[config.mk]
export PLATFORM = sky130hd
export DESIGN_NAME = intsrc_unit
export DESIGN_NICKNAME = d
export VERILOG_FILES = /design/src/rtl/intsrc_pkg.sv /design/src/rtl/intsrc_nmi_latch.sv /design/src/rtl/intsrc_prio.sv /design/src/rtl/intsrc_hs_fsm.sv /design/src/rtl/intsrc_unit.sv
export SDC_FILE = /design/constraint.sdc
export NUM_CORES = 1
export LEC_CHECK = 0
export BUFFER_PORTS_ARGS = -buffer_cell sky130_fd_sc_hd__buf_2
export CORE_MARGIN = 10
export CORE_UTILIZATION = 44
export DETAILED_ROUTE_END_ITERATION = 10
export PLACE_DENSITY = 0.75
export SLEW_MARGIN = 10
export SYNTH_ARGS = -nofsm -noshare
export SYNTH_HDL_FRONTEND = slang
export SYNTH_SLANG_ARGS = --single-unit
[constraint.sdc]
create_clock -name clk -period 1.6 [get_ports clk]
set_input_delay 0.16 -clock clk [delete_from_list [all_inputs] [get_ports clk]]
set_output_delay 0.16 -clock clk [all_outputs]
set_load 0.01 [all_outputs]
[src/rtl/intsrc_pkg.sv]
package intsrc_pkg;

    localparam int VEC_W = 8;

    typedef enum logic [1:0] {
        HS_IDLE  = 2'd0,
        HS_ACK   = 2'd1,
        HS_FETCH = 2'd2
    } hs_state_e;

    typedef enum logic [2:0] {
        SRC_NONE  = 3'd0,
        SRC_FAULT = 3'd1,
        SRC_BRK   = 3'd2,
        SRC_OVCHK = 3'd3,
        SRC_STEP  = 3'd4,
        SRC_NMI   = 3'd5,
        SRC_EXT   = 3'd6
    } src_e;

    typedef struct packed {
        logic prev;
        logic pend;
    } nmi_reg_t;

    typedef struct packed {
        hs_state_e        st;
        logic             take;
        logic [VEC_W-1:0] vec;
    } hs_reg_t;

endpackage

[src/rtl/intsrc_nmi_latch.sv]
module intsrc_nmi_latch
    import intsrc_pkg::*;
(
    input  logic clk,
    input  logic rst_n,
    input  logic pin,
    input  logic clr,
    output logic pend
);

    nmi_reg_t r_d, r_q;

    always_comb begin
        r_d      = r_q;
        r_d.prev = pin;
        // a new edge wins over a clear in the same cycle
        r_d.pend = (r_q.pend & ~clr) | (pin & ~r_q.prev);
    end

    always_ff @(posedge clk) begin
        if (!rst_n) begin
            r_q.prev <= 1'b1;
            r_q.pend <= 1'b0;
        end else begin
            r_q <= r_d;
        end
    end

    assign pend = r_q.pend;

endmodule

[src/rtl/intsrc_prio.sv]
module intsrc_prio
    import intsrc_pkg::*;
#(
    parameter logic [VEC_W-1:0] VEC_DIV  = 8'd0,
    parameter logic [VEC_W-1:0] VEC_STEP = 8'd1,
    parameter logic [VEC_W-1:0] VEC_NMI  = 8'd2,
    parameter logic [VEC_W-1:0] VEC_BRK  = 8'd3,
    parameter logic [VEC_W-1:0] VEC_OVF  = 8'd4
) (
    input  logic             div_ovf,
    input  logic             brk_op,
    input  logic             ovchk_op,
    input  logic             of_flag,
    input  logic             tf_flag,
    input  logic             nmi_pend,
    input  logic             ie_flag,
    input  logic             mreq_pin,
    output src_e             src,
    output logic [VEC_W-1:0] fixed_vec
);

    always_comb begin
        src       = SRC_NONE;
        fixed_vec = '0;
        if (div_ovf) begin
            src       = SRC_FAULT;
            fixed_vec = VEC_DIV;
        end else if (brk_op) begin
            src       = SRC_BRK;
            fixed_vec = VEC_BRK;
        end else if (ovchk_op && of_flag) begin
            src       = SRC_OVCHK;
            fixed_vec = VEC_OVF;
        end else if (tf_flag) begin
            src       = SRC_STEP;
            fixed_vec = VEC_STEP;
        end else if (nmi_pend) begin
            src       = SRC_NMI;
            fixed_vec = VEC_NMI;
        end else if (ie_flag && mreq_pin) begin
            src       = SRC_EXT;
        end
    end

endmodule

[src/rtl/intsrc_hs_fsm.sv]
module intsrc_hs_fsm
    import intsrc_pkg::*;
(
    input  logic             clk,
    input  logic             rst_n,
    input  logic             bnd_valid,
    input  src_e             src,
    input  logic [VEC_W-1:0] fixed_vec,
    input  logic [VEC_W-1:0] dbus,
    output logic             ack,
    output logic             take,
    output logic [VEC_W-1:0] vec,
    output logic             nmi_clr,
    output logic             idle
);

    hs_reg_t r_d, r_q;

    always_comb begin
        r_d      = r_q;
        r_d.take = 1'b0;
        unique case (r_q.st)
            HS_IDLE: begin
                if (bnd_valid) begin
                    if (src == SRC_EXT) begin
                        r_d.st = HS_ACK;
                    end else if (src != SRC_NONE) begin
                        r_d.take = 1'b1;
                        r_d.vec  = fixed_vec;
                    end
                end
            end
            HS_ACK: begin
                r_d.st = HS_FETCH;
            end
            HS_FETCH: begin
                r_d.take = 1'b1;
                r_d.vec  = dbus;
                r_d.st   = HS_IDLE;
            end
            default: begin
                r_d.st = HS_IDLE;
            end
        endcase
    end

    always_ff @(posedge clk) begin
        if (!rst_n) begin
            r_q.st   <= HS_IDLE;
            r_q.take <= 1'b0;
            r_q.vec  <= '0;
        end else begin
            r_q <= r_d;
        end
    end

    assign idle    = (r_q.st == HS_IDLE);
    assign ack     = (r_q.st == HS_ACK);
    assign take    = r_q.take;
    assign vec     = r_q.vec;
    assign nmi_clr = idle && bnd_valid && (src == SRC_NMI);

endmodule

[src/rtl/intsrc_unit.sv]
module intsrc_unit
    import intsrc_pkg::*;
#(
    parameter logic [VEC_W-1:0] VEC_DIV  = 8'd0,
    parameter logic [VEC_W-1:0] VEC_STEP = 8'd1,
    parameter logic [VEC_W-1:0] VEC_NMI  = 8'd2,
    parameter logic [VEC_W-1:0] VEC_BRK  = 8'd3,
    parameter logic [VEC_W-1:0] VEC_OVF  = 8'd4
) (
    input  logic             clk,
    input  logic             rst_n,
    input  logic             bnd_valid,
    input  logic             div_ovf,
    input  logic             brk_op,
    input  logic             ovchk_op,
    input  logic             of_flag,
    input  logic             tf_flag,
    input  logic             ie_flag,
    input  logic             nmi_pin,
    input  logic             mreq_pin,
    input  logic [VEC_W-1:0] dbus_i,
    output logic             ack_o,
    output logic             take_o,
    output logic [VEC_W-1:0] vec_o
);

    logic             nmi_pend;
    logic             nmi_clr;
    logic             hs_idle;
    src_e             sel_src;
    logic [VEC_W-1:0] sel_vec;

    intsrc_nmi_latch u_nmi (
        .clk   (clk),
        .rst_n (rst_n),
        .pin   (nmi_pin),
        .clr   (nmi_clr),
        .pend  (nmi_pend)
    );

    intsrc_prio #(
        .VEC_DIV  (VEC_DIV),
        .VEC_STEP (VEC_STEP),
        .VEC_NMI  (VEC_NMI),
        .VEC_BRK  (VEC_BRK),
        .VEC_OVF  (VEC_OVF)
    ) u_prio (
        .div_ovf   (div_ovf),
        .brk_op    (brk_op),
        .ovchk_op  (ovchk_op),
        .of_flag   (of_flag),
        .tf_flag   (tf_flag),
        .nmi_pend  (nmi_pend),
        .ie_flag   (ie_flag),
        .mreq_pin  (mreq_pin),
        .src       (sel_src),
        .fixed_vec (sel_vec)
    );

    intsrc_hs_fsm u_hs (
        .clk       (clk),
        .rst_n     (rst_n),
        .bnd_valid (bnd_valid),
        .src       (sel_src),
        .fixed_vec (sel_vec),
        .dbus      (dbus_i),
        .ack       (ack_o),
        .take      (take_o),
        .vec       (vec_o),
        .nmi_clr   (nmi_clr),
        .idle      (hs_idle)
    );

endmodule

==> metrics.md <==
| Metric | Value |
|---|---|
| Clock buffer depth | `2` |
| Worst Path Buf+Inv | `1` |
| Die Wd | `58.7 um` |
| Slew Viols, Final | `0` |
| CTS Sinks | `13` |
| CP Max Fanout | `5` |
| Clock latency at the later pin of the worst-skew pair | `0.27 ns` |
| Slowest CP cell | `a2111oi_4` |
| Via count | `563` |
| Yosys reg bits | `13` |
| Final Routed Wirelength | `1.55 mm` |
| First drt pass iteration count | `4` |
| VDD IR max | `0.568 mV` |
| Startpoint types | `register` |
| CP arrival | `1.54 ns` |
| CTS tree | `yes` |
| Period utilisation layout | `85.8%` |
| Fin cells | `108` |
| CP Capture Type | `register` |
| Post-cts sizing count | `0` |
| Final setup fails | `0` |
| Synthesized area | `659 um2` |
| Commonest cells in the netlist | `13 x dfxtp_1, 11 x a21oi_1, 9 x buf_4` |
| Post-synth EDFFs | `0` |
| DRT iter0 DRCs | `8` |
| Minimum clock period | `1.37 ns` |
| Core box area | `0.00135 mm2` |
| Largest net degree at the start of global routing | `14` |
| Die Ht | `58.7 um` |
| Std-Cell Rows | `13` |
| GRT Overall Usage | `9.35%` |
| Hold WC Path Type | `primary input to register` |
| Worst slew margin | `77.3%` |
| Overflow after GRT | `0` |
| Clock root cell | `clkbuf_4` |
| Most common cell in the netlist | `dfxtp_1` |
| Synthesis warning total | `0` |
| Initial core utilization | `48.8%` |
| Seq/Total Area, Yosys | `39.5%` |
| Detailed-placement wirelength estimate | `1.28 mm` |
| Diode count | `0` |
| H-tree depth | `1` |
| Setup WS post-layout | `0.227 ns` |
| CTS clk-pin slew, worst paths | `0.08 ns` |
| IO buf count | `28` |
| Netlist cell types | `22` |
| First-pass GRT wire length | `2.59 mm` |
| Synth top area share | `39.5%` |
| Setup bufs post-CTS | `0` |
| Die footprint | `0.00345 mm2` |
| Syn nets | `89` |
| Post-Syn Instances | `70` |
| # DRC | `0` |
| Num CTS Buffers | `3` |
| Fraction of layout cells with a size suffix above 1 | `43.0%` |
| Initial antenna violation count | `0` |
| Final hold violation count | `0` |
| CP Cell Sequence | `a2111oi_4 > a211oi_1 > buf_4 > o21ai_0 > a21oi_1` |
| Most common flop cell mapped by yosys | `dfxtp_1` |
| Vias in the first global route | `598` |
| Post-route antenna net violation count | `0` |
| Crit path max-delay family | `compound AO/OA/AOI/OAI gates` |
| Fmax | `729 MHz` |
| Fin nets | `113` |
| Setup Skew | `0.00324 ns` |
| Worst Path Required | `1.77 ns` |
| Power Density | `801 mW/mm2` |
| Crit path kind | `register to register` |
| Max-cap violation count | `0` |
| Mean Syn Cell Area | `9.42 um2` |
| Critical Path Max Stage Delay | `0.40 ns` |
| Status | `finished clean` |
| Post-CTS Hold Buffers | `0` |
| Setup TNS | `0 ns` |
| Pleak | `0.369 nW` |
| Vias/cell | `5.21` |
| Layout area overhead | `18.6%` |
| Slew @ Worst Pin | `0.340 ns` |
| Placed Cells | `104` |
| Unrepaired setup endpoints after global routing | `no` |
| Cell taking the most area after synthesis | `dfxtp_1` |
| Share of synthesized registers carrying an async set or reset | `0%` |
| GP Congestion | `0.723` |
| Top cells by area, synth | `dfxtp_1 39%, buf_4 10%, a21oi_1 8.3%` |
| Ports | `29` |
| Post-Place Worst Slack | `0.234 ns` |
| Overall power | `626 uW` |
| Routed len/inst | `14.3 um` |
[per-layer routing]
layer	wire length [um]	global-route usage [%]	vias to the layer above	share of wire (%)
met3	178	7.08	2	11
met4	7	1.97	0	0.45
met2	698	14.6	20	45
met1	663	9.92	255	43
li1	-	-	286	-
met5	0	0	-	0
[path summary, 6_finish.rpt]
| check | to | cells after the start | startpoint | slack, ns |
|---|---|---|---|---|
| setup / recovery | u_hs.vec[0] | 5 | u_nmi.pend | 0.23 |
| hold / removal | u_nmi.r_q[1] | 2 | nmi_pin | 0.09 |
| setup reg to reg | u_hs.vec[0] | 5 | u_nmi.pend | 0.23 |
| hold reg to reg | u_hs.vec[7] | 2 | u_hs.vec[7] | 0.53 |
[layout make-up]
type                       count  area (um2)
tap                           15        18.8
fill                         143         568
clock buffer                   3        22.5
clock inverter                 1        5.00
sequential                    13         260
multi-input combinational     45         320
timing repair buffer          29         148
inverter                       2        7.51
[worst reg2reg max path, delay by kind of cell (launching register included)]
family          cells  cell delay, ns
buf+inv             1            0.16
flops               1            0.35
compound gates      4            0.75
[sequential cells by signal (all words and copies together) (netlist names)]
register    flops
u_hs.vec        8
u_nmi.r_q       1
u_nmi.pend      1
u_hs.r_q        2
u_hs.take       1
[where the power goes]
group | total (mW) | internal (mW) | switching, mW | leakage, nW
registers | 0.338 | 0.333 | 0.00514 | 0.106
logic | 0.0891 | 0.0449 | 0.0442 | 0.245
clock network | 0.199 | 0.0926 | 0.107 | 0.0177
[through the flow]
stage	instance area (um2)	utilization [%]	hold slack, ns
5_1_grt	782	57.9	0.0897
3_5_place_dp	754	55.9	0.377
4_1_cts	782	57.9	0.0873
3_3_place_gp	754	55.9	0.353
2_1_floorplan	659	-	0.233
6_report	782	57.9	0.0889
[cell families after synthesis]
kind of cell / Yosys count / synth area share (%)
AO/OA/AOI/OAI: 24 / 25.4
AND/OR/NAND/NOR: 21 / 23.2
buffers and inverters: 12 / 12.0
flip-flops: 13 / 39.5
[cell usage in the layout (no fill, tap or decap), drive strengths merged]
master | synthesis | final
and2 | 2 | 2
nor2 | 2 | 2
nor2b | 7 | 7
and2b | 3 | 3
clkbuf | 1 | 3
a211oi | 1 | 1
nor3b | 1 | 1
nor4b | 1 | 1
inv | 2 | 2
and3 | 2 | 2
nand3b | 1 | 1
a2111oi | 1 | 1
nand2 | 1 | 1
a22oi | 5 | 5
buf | 9 | 29
a21oi | 11 | 11
nand2b | 1 | 1
a21o | 2 | 2
dfxtp | 13 | 13
clkinv | 0 | 1
o21ai | 3 | 3
a211o | 1 | 1
(Power assumes the default switching activity.)
